`src/rtl/pseudo_sine_pkg.sv`:
```
// Shared constants and the staircase code table.
// Assumes a fixed 16-step table of 4-bit codes.
package pseudo_sine_pkg;

    localparam int CODE_W  = 4;
    localparam int STEPS   = 16;
    localparam int IDX_W   = $clog2(STEPS);
    localparam logic [CODE_W-1:0] CODE_MAX = {CODE_W{1'b1}};

    // Positive-ladder code for a table position.
    function automatic logic [CODE_W-1:0] stair_pos(input logic [IDX_W-1:0] idx);
        logic [CODE_W-1:0] v;
        case (idx)
            4'd0:    v = 4'h0;
            4'd1:    v = 4'h1;
            4'd2:    v = 4'h3;
            4'd3:    v = 4'h6;
            4'd4:    v = 4'h9;
            4'd5:    v = 4'hC;
            4'd6:    v = 4'hE;
            4'd7:    v = 4'hF;
            4'd8:    v = 4'hF;
            4'd9:    v = 4'hE;
            4'd10:   v = 4'hC;
            4'd11:   v = 4'h9;
            4'd12:   v = 4'h6;
            4'd13:   v = 4'h3;
            4'd14:   v = 4'h1;
            default: v = 4'h0;
        endcase
        return v;
    endfunction

    // Negative-ladder code: mirror of the positive table about mid scale.
    function automatic logic [CODE_W-1:0] stair_neg(input logic [IDX_W-1:0] idx);
        logic [CODE_W-1:0] v;
        case (idx)
            4'd0:    v = 4'hF;
            4'd1:    v = 4'hE;
            4'd2:    v = 4'hC;
            4'd3:    v = 4'h9;
            4'd4:    v = 4'h6;
            4'd5:    v = 4'h3;
            4'd6:    v = 4'h1;
            4'd7:    v = 4'h0;
            4'd8:    v = 4'h0;
            4'd9:    v = 4'h1;
            4'd10:   v = 4'h3;
            4'd11:   v = 4'h6;
            4'd12:   v = 4'h9;
            4'd13:   v = 4'hC;
            4'd14:   v = 4'hE;
            default: v = 4'hF;
        endcase
        return v;
    endfunction

endpackage

```
`src/rtl/ctl_sync.sv`:
```
// Multi-stage synchronizer for the asynchronous active-low gate.
// Assumes the gate is quasi-static relative to clk; reset forces the idle (high) level.
module ctl_sync #(
    parameter int STAGES = 2
) (
    input  logic clk,
    input  logic rst_n,
    input  logic async_in,
    output logic sync_out
);
    logic [STAGES-1:0] chain;

    generate
        for (genvar s = 0; s < STAGES; s++) begin : g_stage
            // Shift the gate level one stage per clock; reset parks it idle.
            if (s == 0) begin : g_first
                always_ff @(posedge clk) begin
                    if (!rst_n) chain[s] <= 1'b1;
                    else        chain[s] <= async_in;
                end
            end else begin : g_next
                always_ff @(posedge clk) begin
                    if (!rst_n) chain[s] <= 1'b1;
                    else        chain[s] <= chain[s-1];
                end
            end
        end
    endgenerate

    assign sync_out = chain[STAGES-1];
endmodule

```
`src/rtl/phase_counter.sv`:
```
// Table position counter: held at zero while parked, wraps modulo 2**IDX_W while running.
// Assumes park is already synchronous to clk.
module phase_counter #(
    parameter int IDX_W = 4
) (
    input  logic             clk,
    input  logic             rst_n,
    input  logic             park,
    output logic [IDX_W-1:0] idx
);
    // Clear on reset or park, otherwise step one position per clock.
    always_ff @(posedge clk) begin
        if (!rst_n || park) idx <= '0;
        else                idx <= idx + 1'b1;
    end
endmodule

```
`src/rtl/code_map.sv`:
```
// Maps a table position to the two ladder codes and forces rest while parked.
// Purely combinational; assumes the rest phase is table position zero.
module code_map
    import pseudo_sine_pkg::*;
(
    input  logic              park,
    input  logic [IDX_W-1:0]  idx,
    output logic [CODE_W-1:0] pos_code,
    output logic [CODE_W-1:0] neg_code
);
    // Select rest codes when parked so a stop takes effect at any position.
    always_comb begin
        if (park) begin
            pos_code = '0;
            neg_code = CODE_MAX;
        end else begin
            pos_code = stair_pos(idx);
            neg_code = stair_neg(idx);
        end
    end
endmodule

```
`src/rtl/pseudo_sine_seq.sv`:
```
// Top level: synchronizes the active-low gate, runs the position counter and
// drives two opposite-polarity ladder codes plus a line-switch enable.
// Assumes one carrier step per clk edge; codes are valid after each edge.
module pseudo_sine_seq
    import pseudo_sine_pkg::*;
#(
    parameter int SYNC_STAGES = 2
) (
    input  logic              clk,
    input  logic              rst_n,
    input  logic              ctl_n,
    output logic [CODE_W-1:0] pos_code,
    output logic [CODE_W-1:0] neg_code,
    output logic              tx_en
);
    logic             park;
    logic [IDX_W-1:0] idx;

    ctl_sync #(.STAGES(SYNC_STAGES)) u_sync (
        .clk      (clk),
        .rst_n    (rst_n),
        .async_in (ctl_n),
        .sync_out (park)
    );

    phase_counter #(.IDX_W(IDX_W)) u_cnt (
        .clk   (clk),
        .rst_n (rst_n),
        .park  (park),
        .idx   (idx)
    );

    code_map u_map (
        .park     (park),
        .idx      (idx),
        .pos_code (pos_code),
        .neg_code (neg_code)
    );

    // Switches close exactly while the carrier is not parked.
    assign tx_en = !park;
endmodule

```
`config.mk`:
```
export PLATFORM = sky130hd
export DESIGN_NAME = pseudo_sine_seq
export DESIGN_NICKNAME = d
export VERILOG_FILES = /design/src/rtl/pseudo_sine_pkg.sv /design/src/rtl/ctl_sync.sv /design/src/rtl/phase_counter.sv /design/src/rtl/code_map.sv /design/src/rtl/pseudo_sine_seq.sv
export SDC_FILE = /design/constraint.sdc
export NUM_CORES = 1
export LEC_CHECK = 0
export ABC_AREA = 0
export BUFFER_PORTS_ARGS = -buffer_cell sky130_fd_sc_hd__buf_2
export CORE_AREA = 2 2 39 41
export CTS_BUF_LIST = sky130_fd_sc_hd__clkbuf_4 sky130_fd_sc_hd__clkbuf_8
export CTS_CLUSTER_DIAMETER = 40
export DETAILED_ROUTE_END_ITERATION = 7
export DIE_AREA = 0 0 41 43
export PLACE_DENSITY_LB_ADDON = 0.1
export SLEW_MARGIN = 10
export SYNTH_ARGS = -nofsm -noshare
export SYNTH_HDL_FRONTEND = slang
export SYNTH_SLANG_ARGS = --single-unit
```
`constraint.sdc`:
```
create_clock -name clk -period 1.65 [get_ports clk]
set_input_delay 0.2475 -clock clk [delete_from_list [all_inputs] [get_ports clk]]
set_output_delay 0.2475 -clock clk [all_outputs]
set_load 0.005 [all_outputs]
```
==> run metrics <==
number of enable flip-flop cells after synthesis 0; Req. time, crit path 1810 ps; post-route non-filler standard cell count 93; number of inserted diodes 0; top cells by area in the synthesized netlist sky130_fd_sc_hd__dfxtp_1, sky130_fd_sc_hd__ha_1, sky130_fd_sc_hd__mux2i_1; placed cells 89; Synth top area share 43.6%; routed via count divided by cell count 4.51; maximum vdd ir drop 0.398 mV; post-CTS setup repair buffer count 0; insertion delay to the later sink of the worst-skew pair 280 ps; Max Cap Violations 0; Port Buf Inserts 11; arithmetic-cell share of the synthesized area counting full adders, half adders and majority gates 9.73%; number of unique standard cell types used by synthesis 23; Max-Slew Margin vs Limit 77.9%; worst-margin pin slew 325 ps; # setup viols final 0; initial antenna violation count 0; number of endpoints with negative hold slack in the final report 0; sequential area share after synthesis 43.6%; area enclosed by the die boundary 1760 sq um; clock-pin slew on the worst setup and hold paths 80 ps; Post-Syn Instances 62; drt wl/cell 9.60 microns; Fin Clk Skew 1.94 ps; Syn Std Cell Area 643 sq um; setup tns final 0 ps; post-synthesis net count 70; number of warnings printed during yosys synthesis 0; number of H-tree levels 1; number of nets at the end of the flow 86; largest family of logic cells by synthesized area simple AND/OR/NAND/NOR gates; final hold slack 141 ps; predominant post-synthesis flop cell sky130_fd_sc_hd__dfxtp_1; filler cell count 128; min cycle time layout 1510 ps; total CTS buffers 3; number of max-slew violations in the final report 0; share of synthesized cell area in and, or, nand and nor gates 21.0%; pin count of the biggest net entering global routing 10; Hold Crit Endpoint u_sync.chain[0]; proportion of layout cells with a drive suffix above 1 36.4%; leakage power of the design 0.396 nW; clock tree from TritonCTS done; routability-driven placement congestion ratio 0.778; remaining global-route overflow 0; post-CTS sizing 0; Residual DRC 0; fraction of synthesized area in multiplexers 11.3%; unrepaired setup endpoints after global routing false; Core Region 1380 sq um; power per cell area 800 nW/um^2; die outline width 41 microns; WHS Path Cells 2; synthesized area divided by synthesized cell count 10.4 sq um; category of the critical setup timing path reg2reg; path class of the lowest-slack min-delay path in2reg; Die Y 43 microns; outcome completed; worst-case reg-to-reg path depth 5; number of sinks on the clock net 14; CTS root buf sky130_fd_sc_hd__clkbuf_4; worst endpoint data arrival time 1670 ps; Synth Register Bits 14; relative area change from synthesis to final layout 17.9%; CTS Hold Bufs 0; Detailed Route WL 893 microns; ordered list of cells on the worst path nor2b_1, nand2b_1, ha_1, o31ai_1, mux2i_1; fraction of registers with async set or reset after synthesis 0%; final instance area 758 sq um; xor and xnor fraction of the mapped netlist area 3.89%; initial core utilization 46.5%; startpoint kind of the worst setup timing path flip-flop; Util after Layout 54.8%; count of antenna-violating nets left after detailed routing 0; sort of element at the end of the critical path flip-flop; maximum fanout count along the critical path 5; area post-placement 722 sq um; synthesized-area fraction occupied by ao, oa, aoi and oai cells 4.09%; cell type with the highest aggregate area in the netlist sky130_fd_sc_hd__dfxtp_1; maximum clock path buffer count 2; Worst R2R Start u_sync.sync_out; global-route wire length before repair 1.52 mm; total routing usage reported by global routing 13.4%; fraction of the cycle the final worst path needs 91.4%; Hold Startpoint ctl_n; row count 14; count of pins on the block boundary 12; HPWL after detailed placement 690 microns; R2R Setup Slk 140 ps; Max Fclk 663 MHz; CP peak stage delay 350 ps; starting DRC count in detailed routing 7; total vias in the final route 419; via count of the first global-routing pass 392; Slowest-stage cell, CP sky130_fd_sc_hd__dfxtp_1; detailed-router iteration count before antenna repair 2
[per-layer routing]
layer	vias to the layer above	GRT usage [%]	routed length, microns
li1	224	-	-
met1	183	14.6	418
met2	8	19.1	394
met3	4	4.71	43
met4	0	12.0	37
met5	-	0	0
[critical path: cells and delay by family (launching register included)]
family	cells	cell delay [ps]
and+or+nand+nor	2	380
AOI/OAI and AO/OA	1	310
muxes	1	110
adders and majority gates	1	230
DFF	1	350
[placed cells by master (no fill, tap or decap), types with 2 or more instances in the layout]
cell and instances:
sky130_fd_sc_hd__dfxtp_1 14, sky130_fd_sc_hd__buf_2 11, sky130_fd_sc_hd__inv_1 8, sky130_fd_sc_hd__nor2b_1 5
sky130_fd_sc_hd__mux2i_1 5, sky130_fd_sc_hd__ha_1 5, sky130_fd_sc_hd__nand2b_1 4, sky130_fd_sc_hd__or2_2 4
sky130_fd_sc_hd__clkbuf_4 3, sky130_fd_sc_hd__inv_2 2
[stage by stage]
stage / setup slack, ps / total power [mW]
3_5_place_dp: 99.8 / 0.373
6_report: 142 / 0.606
3_3_place_gp: 106 / 0.373
5_1_grt: 18.7 / 0.633
4_1_cts: 135 / 0.613
2_1_floorplan: 181 / 0.365
[cell families after synthesis]
kind of cell | after synthesis
adder cells (fa/ha/maj) | 5
buffers and inverters | 11
AO/OA/AOI/OAI | 4
XOR/XNOR | 2
multiplexers | 6
AND/OR/NAND/NOR | 20
flip-flops | 14
[cells in the mapped netlist (all sizes together) (2+ instances only)]
master and n:
dfxtp 14, mux2i 6, or2 4, xnor2 2, nor2 2, inv 10, ha 5, nor2b 5
nand2b 4
[area by class of cell]
class                      instances  area (sq um)  area share (%)
tap                               16          20.0            2.64
sequential                        14           280            37.0
timing repair buffer              12          62.6            8.25
clock buffer                       4          36.3            4.79
inverter                          10          37.5            4.95
multi-input combinational         37           322            42.4
[worst max path at each step]
stage,startpoint,endpoint,cells past startpoint
floorplan,u_sync.sync_out,flip-flop,6
finish,u_sync.sync_out,flip-flop,5
global placement,rst_n,flip-flop,6
CTS,u_sync.sync_out,flip-flop,5
detailed placement,rst_n,flip-flop,6
global route,u_sync.sync_out,flip-flop,5
[power breakdown]
part	internal, mW	switching [mW]	leakage, nW
clock	0.134	0.107	0.0210
combinational	0.0102	0.00987	0.261
sequential	0.342	0.00233	0.114
Power figures use the tool's default switching activity.
